File: config.mk
export PLATFORM = sky130hd
export DESIGN_NAME = pm_power_ctrl
export DESIGN_NICKNAME = d
export VERILOG_FILES = /design/src/rtl/pm_pkg.sv /design/src/rtl/pm_timeout_decode.sv /design/src/rtl/pm_tick_timer.sv /design/src/rtl/pm_seq.sv /design/src/rtl/pm_power_ctrl.sv
export SDC_FILE = /design/constraint.sdc
export NUM_CORES = 1
export LEC_CHECK = 0
export BUFFER_PORTS_ARGS = -buffer_cell sky130_fd_sc_hd__buf_4
export CORE_MARGIN = 10
export CORE_UTILIZATION = 52
export DETAILED_ROUTE_END_ITERATION = 16
export PLACE_DENSITY = 0.72
export SETUP_SLACK_MARGIN = 0.4
export SYNTH_ARGS = -nofsm -noshare
export SYNTH_HDL_FRONTEND = slang
export SYNTH_SLANG_ARGS = --single-unit
File: constraint.sdc
create_clock -name clk -period 8.9 [get_ports clk]
set_clock_uncertainty 0.05 [all_clocks]
set_input_delay 1.78 -clock clk [delete_from_list [all_inputs] [get_ports clk]]
set_output_delay 1.78 -clock clk [all_outputs]
set_load 0.005 [all_outputs]
File: src/rtl/pm_pkg.sv
// Package: mode encoding and timeout constants shared by the power-mode blocks.
// Assumes the mode encoding is visible to software and must not change.
package pm_pkg;
    typedef enum logic [1:0] {
        PM_ACTIVE  = 2'd0,
        PM_IDLE    = 2'd1,
        PM_STANDBY = 2'd2,
        PM_SLEEP   = 2'd3
    } pm_mode_e;

    localparam int PM_LONG_STEPS  = 360;  // code 0: thirty minutes
    localparam int PM_SHORT_STEPS = 3;    // codes 1..3: fifteen seconds
    localparam int PM_SCALE_LO    = 4;    // first code that scales
    localparam int PM_SCALE_HI    = 240;  // last code that scales, also the cap
    localparam int PM_MAX_STEPS   = PM_LONG_STEPS;

    // True for modes in which the spindle must be turning.
    function automatic logic pm_spun(input pm_mode_e m);
        return (m == PM_ACTIVE) || (m == PM_IDLE);
    endfunction
endpackage

File: src/rtl/pm_timeout_decode.sv
// pm_timeout_decode: turns the 8-bit timeout code into a tick limit.
// Purely combinational. Assumes STEP_TICKS >= 1 and that LIM_W holds
// PM_MAX_STEPS*STEP_TICKS.
module pm_timeout_decode
    import pm_pkg::*;
#(
    parameter int STEP_TICKS = 5,
    parameter int LIM_W      = 11
) (
    input  logic [7:0]       code,
    output logic [LIM_W-1:0] limit
);
    logic [8:0] steps;

    // Map the code to five-second steps: fixed periods at the low end, a cap at the top.
    always_comb begin
        if (code == 8'd0)
            steps = 9'(PM_LONG_STEPS);
        else if (code < 8'(PM_SCALE_LO))
            steps = 9'(PM_SHORT_STEPS);
        else if (code <= 8'(PM_SCALE_HI))
            steps = {1'b0, code};
        else
            steps = 9'(PM_SCALE_HI);
    end

    assign limit = LIM_W'(steps) * LIM_W'(STEP_TICKS);
endmodule

File: src/rtl/pm_tick_timer.sv
// pm_tick_timer: counts ticks up to a limit and flags the tick that reaches it.
// Assumes limit >= 1. A reload wins over counting, and the count holds while
// run is low.
module pm_tick_timer #(
    parameter int W = 11
) (
    input  logic         clk,
    input  logic         rst_n,
    input  logic         run,
    input  logic         reload,
    input  logic         tick,
    input  logic [W-1:0] limit,
    output logic         expire
);
    logic [W-1:0] cnt;

    assign expire = run && tick && (cnt == limit - W'(1));

    // Advance on each tick while running; wrap on expiry, clear on reload.
    always_ff @(posedge clk) begin
        if (!rst_n)
            cnt <= '0;
        else if (reload)
            cnt <= '0;
        else if (run && tick)
            cnt <= expire ? '0 : cnt + W'(1);
    end
endmodule

File: src/rtl/pm_seq.sv
// pm_seq: holds the mode and runs the busy/spindle handshake for every change.
// Assumes start is only raised when the caller allows it. It may be raised in
// any state, and then it restarts the handshake.
module pm_seq
    import pm_pkg::*;
(
    input  logic     clk,
    input  logic     rst_n,
    input  logic     start,
    input  pm_mode_e tgt,
    input  logic     stby_expire,
    input  logic     idle_expire,
    input  logic     to_active,
    input  logic     motor_ready,
    output pm_mode_e mode,
    output logic     in_run,
    output logic     bsy_set,
    output logic     bsy_clr,
    output logic     spin_start,
    output logic     spin_stop
);
    typedef enum logic [1:0] {SQ_RUN, SQ_BUSY, SQ_SPIN} sq_e;

    sq_e      st;
    pm_mode_e tgt_q;
    logic     spun;

    assign in_run = (st == SQ_RUN);

    // Handshake sequencer: announce busy, stop or start the spindle, then commit the mode.
    always_ff @(posedge clk) begin
        if (!rst_n) begin
            st         <= SQ_RUN;
            mode       <= PM_ACTIVE;
            tgt_q      <= PM_ACTIVE;
            spun       <= 1'b1;
            bsy_set    <= 1'b0;
            bsy_clr    <= 1'b0;
            spin_start <= 1'b0;
            spin_stop  <= 1'b0;
        end else begin
            bsy_set    <= 1'b0;
            bsy_clr    <= 1'b0;
            spin_start <= 1'b0;
            spin_stop  <= 1'b0;
            if (start) begin
                st      <= SQ_BUSY;
                tgt_q   <= tgt;
                bsy_set <= 1'b1;
            end else begin
                case (st)
                    SQ_RUN: begin
                        if (to_active) begin
                            mode <= PM_ACTIVE;
                        end else if (stby_expire) begin
                            mode      <= PM_STANDBY;
                            spin_stop <= 1'b1;
                            spun      <= 1'b0;
                        end else if (idle_expire) begin
                            mode <= PM_IDLE;
                        end
                    end
                    SQ_BUSY: begin
                        if (pm_spun(tgt_q) && !spun) begin
                            spin_start <= 1'b1;
                            st         <= SQ_SPIN;
                        end else begin
                            if (!pm_spun(tgt_q) && spun) begin
                                spin_stop <= 1'b1;
                                spun      <= 1'b0;
                            end
                            mode    <= tgt_q;
                            bsy_clr <= 1'b1;
                            st      <= SQ_RUN;
                        end
                    end
                    SQ_SPIN: begin
                        if (motor_ready) begin
                            spun    <= 1'b1;
                            mode    <= tgt_q;
                            bsy_clr <= 1'b1;
                            st      <= SQ_RUN;
                        end
                    end
                    default: st <= SQ_RUN;
                endcase
            end
        end
    end
endmodule

File: src/rtl/pm_power_ctrl.sv
// pm_power_ctrl: power-mode controller top. It decodes the incoming strobes into
// mode requests, keeps the standby timer setting, and runs the two countdowns.
// Assumes the host only strobes one command at a time while busy is low.
// hw_reset is accepted in every state.
module pm_power_ctrl
    import pm_pkg::*;
#(
    parameter int STEP_TICKS = 5,
    parameter int IDLE_TICKS = 5
) (
    input  logic       clk,
    input  logic       rst_n,
    input  logic       tick,
    input  logic [7:0] tmr_code,
    input  logic       cmd_idle_now,
    input  logic       cmd_stby_now,
    input  logic       cmd_idle_tmr,
    input  logic       cmd_stby_tmr,
    input  logic       cmd_sleep,
    input  logic       media_acc,
    input  logic       hw_reset,
    input  logic       motor_ready,
    output logic [1:0] mode,
    output logic       bsy_set,
    output logic       bsy_clr,
    output logic       spin_start,
    output logic       spin_stop
);
    localparam int LIM_W  = $clog2(PM_MAX_STEPS * STEP_TICKS + 1);
    localparam int IDLE_W = $clog2(IDLE_TICKS + 1);

    pm_mode_e          mode_e;
    pm_mode_e          tgt_mode;
    logic              run_phase;
    logic              cmd_any, cmd_ok, wake_req, direct_acc, start_req;
    logic              tmr_en;
    logic [7:0]        code_q;
    logic [LIM_W-1:0]  stby_limit;
    logic              stby_exp, idle_exp, reload;

    assign mode       = mode_e;
    assign cmd_any    = cmd_idle_now | cmd_stby_now | cmd_idle_tmr | cmd_stby_tmr | cmd_sleep;
    assign cmd_ok     = run_phase && (mode_e != PM_SLEEP) && cmd_any;
    assign wake_req   = run_phase && media_acc && (mode_e == PM_STANDBY);
    assign direct_acc = run_phase && media_acc && pm_spun(mode_e);
    assign start_req  = hw_reset | cmd_ok | wake_req;
    assign reload     = bsy_clr | direct_acc | start_req;

    // Pick the target mode of a request by fixed priority.
    always_comb begin
        if (hw_reset)
            tgt_mode = PM_ACTIVE;
        else if (cmd_sleep)
            tgt_mode = PM_SLEEP;
        else if (cmd_stby_now || cmd_stby_tmr)
            tgt_mode = PM_STANDBY;
        else if (cmd_idle_now || cmd_idle_tmr)
            tgt_mode = PM_IDLE;
        else
            tgt_mode = PM_ACTIVE;
    end

    // Standby timer setting: armed by a timer command, disarmed by hw_reset.
    always_ff @(posedge clk) begin
        if (!rst_n) begin
            tmr_en <= 1'b0;
            code_q <= 8'd0;
        end else if (hw_reset) begin
            tmr_en <= 1'b0;
        end else if (cmd_ok && (cmd_idle_tmr || cmd_stby_tmr)) begin
            tmr_en <= 1'b1;
            code_q <= tmr_code;
        end
    end

    pm_timeout_decode #(.STEP_TICKS(STEP_TICKS), .LIM_W(LIM_W)) u_dec (
        .code  (code_q),
        .limit (stby_limit)
    );

    pm_tick_timer #(.W(LIM_W)) u_stby_tmr (
        .clk    (clk),
        .rst_n  (rst_n),
        .run    (tmr_en && run_phase && pm_spun(mode_e)),
        .reload (reload),
        .tick   (tick),
        .limit  (stby_limit),
        .expire (stby_exp)
    );

    pm_tick_timer #(.W(IDLE_W)) u_idle_tmr (
        .clk    (clk),
        .rst_n  (rst_n),
        .run    (run_phase && (mode_e == PM_ACTIVE)),
        .reload (reload),
        .tick   (tick),
        .limit  (IDLE_W'(IDLE_TICKS)),
        .expire (idle_exp)
    );

    pm_seq u_seq (
        .clk         (clk),
        .rst_n       (rst_n),
        .start       (start_req),
        .tgt         (tgt_mode),
        .stby_expire (stby_exp),
        .idle_expire (idle_exp),
        .to_active   (direct_acc),
        .motor_ready (motor_ready),
        .mode        (mode_e),
        .in_run      (run_phase),
        .bsy_set     (bsy_set),
        .bsy_clr     (bsy_clr),
        .spin_start  (spin_start),
        .spin_stop   (spin_stop)
    );
endmodule

==> metrics.txt, run 1 <==
H-tree depth=2; Synth top cells by count=dfxtp_1, nor2_1, nand2_1; Reg area=681 um2; area of the multi-input gates=0.00172 mm2; ANT cells=0; vias in the first global route=2,178; Power Density=approximately 190 mW/mm2; Die Wd=between 80 and 90 um; maximum vdd ir drop=0.0918 mV; Initial Utilization=0.534; Post-synth top flop=dfxtp_1; Critical Path RT=9.01 ns; Hold Vio Cnt, Final=0; gp weighted congestion=0.825; Clock Path Buffers=2; sequential fraction of the synthesis area=0.270; Total GRT Usage=0.148; fin crit share=0.491; Max-Cap Viols=0; global route total overflow=0; Final Max Tran Viols=0; drt total wl=5300 um; Post CTS Setup Buffer Count=0; count leader, synth=dfxtp_1; share of cells above drive strength 1=0.125; actual slew at the worst max-slew pin=0.854 ns; fillcell total=around 430; CP startpoint kind=flop; RSZ-0062 raised after global routing=false; CTS sink cnt=34; post-route ant nets=0; Final setup viols=0; TNS Setup=0 ns; initial antenna violation count=0; die area=0.00803 mm2; Yosys top cell by area=dfxtp_1; drt wl/cell=13.4 um; largest net degree at the start of global routing=23; crit end category=flop; Pleak=0.00120 uW; CP arrival=4.48 ns; post-DP HPWL=4270 um; Die Span Y=89.6 um; Synth Instances=303; Fmax=0.229 GHz; crit path time final=4.37 ns; CTS Buf Count=5; Pre-antenna DRT Iters=4; ys async rst share=0; DR vias/cell=5.34; post-CTS sizing=0; Cell Area, Synth=0.00252 mm2; Worst R2R Setup Slack=about 4.5 ns; Iteration-0 DRC Markers=110; Final nets=370; Power, Total=552 uW; Post-CTS Hold Fix Bufs=0; DRC viols=0; critical path's slowest cell=a22oi_1; Area Growth Syn to Fin=13.5%; Yosys cell types=48; top area cells in the synthesized netlist=dfxtp_1, ha_1, xnor2_1; TritonCTS clock tree=done; flops & latches, synth=34; Hold Crit Class=flop to flop; status=finished clean; Post-synth EDFFs=0; Mapped Avg Cell Area=8.32 um2; row count=25; CTS clock-pin slew for the worst setup and hold paths=about 0.07 ns; Synth top area share=0.270; Worst slew margin=0.429; CP Cell Sequence=nand4_1 -> a22oi_1 -> fa_1 -> ha_1 -> nor2b_4 -> o21a_1 -> or3_1 -> a2111o_1 -> a2111oi_4 -> nand2_4 -> nand2b_1 -> nor2_1; Core Area=0.00472 mm2; Root Buffer=clkbuf_8; post-synthesis net count=347; synth warn=0; Ports=25; I/O Buffers=24; CP Class=flop to flop; CP max FO=9; routed vias=around 2,100; first-pass GRT wire length=9650 um; Worst-Skew Late Latency=approximately 0.28 ns; Slowest Stage Delay on Critical Path=about 0.60 ns
-- cell type report --
type / instances / area share
clock buffers: 8 / 0.0385
well taps: 67 / 0.0293
repair buffers: 24 / 0.0630
flip-flops and latches: 34 / 0.238
inverters: 23 / 0.0302
multi-input cells: 238 / 0.601
-- routing by layer --
layer,vias to the layer above,wire length (um),track usage
li1,1090,-,-
met1,965,2410,0.178
met2,40,2550,0.253
met3,7,272,0.0379
met4,0,70,0.0477
met5,-,0,0
-- path summary, 6_finish.rpt --
path	start	endpoint	cells after the start
worst min register to register	tmr_en$_SDFFE_PP0P_	tmr_en$_SDFFE_PP0P_	2
worst max-delay path	code_q[4]$_SDFFE_PN0P_	u_stby_tmr.cnt[3]$_SDFFE_PP0P_	12
worst min-delay path	tmr_en$_SDFFE_PP0P_	tmr_en$_SDFFE_PP0P_	2
worst max register to register	code_q[4]$_SDFFE_PN0P_	u_stby_tmr.cnt[3]$_SDFFE_PP0P_	12
-- through the flow --
step                cells  cell area, um2  hold WS, ns  setup WS [ns]  utilization
floorplan             303            2520        0.393           4.96            -
detailed placement    386            2750        0.455           4.52        0.582
finish                394            2860        0.464           4.53        0.605
global route          394            2860        0.507           4.22        0.605
CTS                   394            2860        0.468           4.50        0.605
global placement      386            2750        0.441           4.64        0.582
-- critical path: cells and delay by family (launching register included) --
| family | cells | cell delay (ns) |
|---|---|---|
| compound gates | 4 | 1.58 |
| simple gates | 6 | 1.23 |
| fa+ha+maj | 2 | 0.90 |
| flops | 1 | 0.48 |
-- power by group --
part | leakage (uW) | internal, uW | switching [uW]
clock network | 0.0000575 | 78.1 | 54.3
logic | 0.000866 | 112 | 144
registers | 0.000277 | 157 | 6.11
total | 0.00120 | 347 | 205
-- layout by cell type (no fill, tap or decap), types with 3 or more instances in the layout --
master	count
nand3_1	9
clkbuf_8	8
nor3_1	11
nand2_1	25
o21a_1	4
a21o_1	5
mux2i_1	11
xnor2_1	14
nor2_1	29
o21ai_0	13
xor2_1	12
a21oi_1	13
dfxtp_1	34
fa_1	6
and2_1	4
nor2b_1	16
nand4_1	6
or2_2	3
and3_1	5
inv_1	23
ha_1	19
a211oi_1	3
buf_4	24
-- flip-flops by register name (all words and copies together), names as in the netlist --
signal / cells
u_seq.spin_start: 1
u_seq.bsy_set: 1
u_seq.bsy_clr: 1
u_seq.st: 2
u_idle_tmr.cnt: 3
code_q: 8
tmr_en: 1
u_stby_tmr.cnt: 11
u_seq.mode: 2
u_seq.spun: 1
u_seq.tgt_q: 2
u_seq.spin_stop: 1
-- cell families after synthesis --
family / synth area share
xor+xnor: 0.0904
compound gates: 0.156
buf+inv: 0.0482
mux: 0.0437
fa+ha+maj: 0.142
flops: 0.270
simple gates: 0.249
Note: power is estimated with default switching activity, not from simulation.
==> run 2, diff against run 1 <==
==> constraint.sdc (replaced) <==
create_clock -name clk -period 4.18 [get_ports clk]
set_clock_uncertainty 0.05 [all_clocks]
set_input_delay 0.836 -clock clk [delete_from_list [all_inputs] [get_ports clk]]
set_output_delay 0.836 -clock clk [all_outputs]
set_load 0.005 [all_outputs]
==> run 2 against run 1 <==
Effect of this change: via count increased by 5.3%; routed wire length is 16% higher; total power up 140%; non-clock buffer count rose by 20; critical path depth is 3 higher.
==> metrics.txt, run 2 (same netlist as run 1, synthesis figures left out) <==
Critical Path RT=4.36 ns (-4.65 ns); CTS clock-pin slew for the worst setup and hold paths=0.07 ns (about the same); Ports=25 (unchanged); CP arrival=4.19 ns (-0.29 ns); drt wl/cell=14.9 um (+11%); TritonCTS clock tree=done; DRC viols=0 (unchanged); dpl cells=389 (+0.78%); die area=0.00803 mm2 (unchanged); Final setup viols=0 (unchanged); r2r worst-path depth=15 (+3); CTS Buf Count=5 (unchanged); CP startpoint kind=flop; hold path depth=2 (unchanged); status=finished clean; CP Cell Sequence=nand4_1 -> a32oi_4 -> inv_2 -> fa_1 -> ha_4 -> nor2b_4 -> o21a_1 -> or3_1 -> a2111o_1 -> a2111oi_4 -> buf_4 -> buf_4 -> a31o_1 -> a21o_1 -> o211a_1; largest net degree at the start of global routing=23 (unchanged); Critical path origin=code_q[6]$_SDFFE_PN0P_; share of cells above drive strength 1=0.251 (+0.125); ANT cells=0 (unchanged); most frequent cells in the layout=buf_4, dfxtp_1, nor2_1, nand2_1, inv_1; startpoint of the worst hold path=u_seq.tgt_q[0]$_SDFFE_PN0P_; max reg flops=11 (unchanged); gp weighted congestion=0.829 (+0.41%); Initial Utilization=0.534 (unchanged); Die Wd=89.6 um (unchanged); I/O Buffers=24 (unchanged); CP max FO=4 (-5); Core Area=0.00472 mm2 (unchanged); Worst-Skew Late Latency=0.28 ns (about the same); Power, Total=1320 uW (+140%); Post-CTS Hold Fix Bufs=0 (unchanged); Top Registers=u_stby_tmr.cnt x11, code_q x8, u_idle_tmr.cnt x3; row count=25 (unchanged); Slowest Stage Delay on Critical Path=0.53 ns (-0.07 ns); cell family with most CP delay=compound AO/OA/AOI/OAI gates; Hold Crit Class=flop to flop; Cell Count, Final, Fillers Out=414 (+5.1%); post-route ant nets=0 (unchanged); H-tree depth=2 (unchanged); Die Span Y=89.6 um (unchanged); first-pass GRT wire length=9780 um (+1.3%); drt total wl=6160 um (+16%); CTS sink cnt=34 (unchanged); crit path time final=4.01 ns (-0.364 ns); critical path's slowest cell=fa_1; Max-Cap Viols=0 (unchanged); Iteration-0 DRC Markers=113 (+2.7%); Crit path depth=15 (+3); Pleak=0.00134 uW (+12%); Pre-antenna DRT Iters=4 (unchanged); Area Growth Syn to Fin=26.7%; routed vias=2,213 (+5.3%); initial antenna violation count=0 (unchanged); CP dominant cell by count=buf_4; CP Class=flop to flop; CP bufs+invs=3 (+3); commonest non-fill, non-tap cell in the layout=buf_4; crit end category=flop; post-DP HPWL=4190 um (-1.9%); maximum vdd ir drop=0.289 mV (+210%); Final Max Tran Viols=0 (unchanged); Hold Vio Cnt, Final=0 (unchanged); RSZ-0062 raised after global routing=true; Root Buffer=clkbuf_8; fin crit share=0.959 (+0.468); Worst slew margin=0.444 (+0.0158); Biggest register=u_stby_tmr.cnt; Power Density=414 mW/mm2 (+110%); Clock Path Buffers=2 (unchanged); DR vias/cell=5.35 (+0.19%); actual slew at the worst max-slew pin=0.830 ns (-0.0237 ns); Fmax=0.249 GHz (+9.1%); global route total overflow=0 (unchanged); Total GRT Usage=0.151 (+0.00257); vias in the first global route=2,177 (-0.046%); reg2reg start=code_q[6]$_SDFFE_PN0P_; Final nets=392 (+5.9%)
## run 2: cell count changes in the layout (fill, tap and decap cells not counted), moves of 4 or more
cell	before	now
buf_4	24	42
ha_1	19	13
ha_4	0	5
dfxtp_1	34	30
## run 2: final cells by class
class                   count  area (um2)
well taps                  67        83.8
inverters                  23        86.3
flip-flops and latches     34         691
repair buffers             44         338
clock buffers               6        82.6
multi-input cells         240        1910
fillers                   383        1530
## run 2: metrics by stage
step	TNS [ns]	util	instance area, um2	hold WS (ns)	setup slack (ns)
4_1_cts	0	0.639	3020	0.475	0.345
3_5_place_dp	-0.212	0.589	2780	0.460	-0.0294
2_1_floorplan	0	-	2530	0.393	0.421
3_3_place_gp	0	0.589	2780	0.455	0.0459
5_1_grt	0	0.676	3190	0.508	0.106
6_report	0	0.676	3190	0.468	0.171
## run 2: report_power, final
part / internal, uW / total (uW) / switching [uW]
clock: 127 / 240 / 113
sequential: 335 / 350 / 14.9
combinational: 352 / 731 / 379
total: 814 / 1320 / 507
## run 2: worst min-delay path, stage by stage, from the launching register on
cell	delay (ns)
dfxtp_1	0.33
a21oi_1	0.06
nor2b_1	0.09
## run 2: path summary, 6_finish.rpt
kind                                       to  slack [ns]
setup / recovery   u_seq.mode[1]$_SDFFE_PN0P_        0.17
hold reg to reg   u_seq.tgt_q[0]$_SDFFE_PN0P_        0.47
hold / removal    u_seq.tgt_q[0]$_SDFFE_PN0P_        0.47
setup reg to reg   u_seq.mode[1]$_SDFFE_PN0P_        0.17
## run 2: routing by layer
layer | vias to the layer above | global-route usage | routed length, um
met2 | 47 | 0.272 | 3060
met3 | 13 | 0.0307 | 217
met1 | 1029 | 0.177 | 2730
met5 | - | 0 | 0
li1 | 1124 | - | -
met4 | 0 | 0.0390 | 146
## run 2: timing repair
action                     CTS  global route
cloned                       0             2
setup endpoints to repair   15            15
buffers inserted             8             9
pin swaps                    8            17
resized for setup           17            21
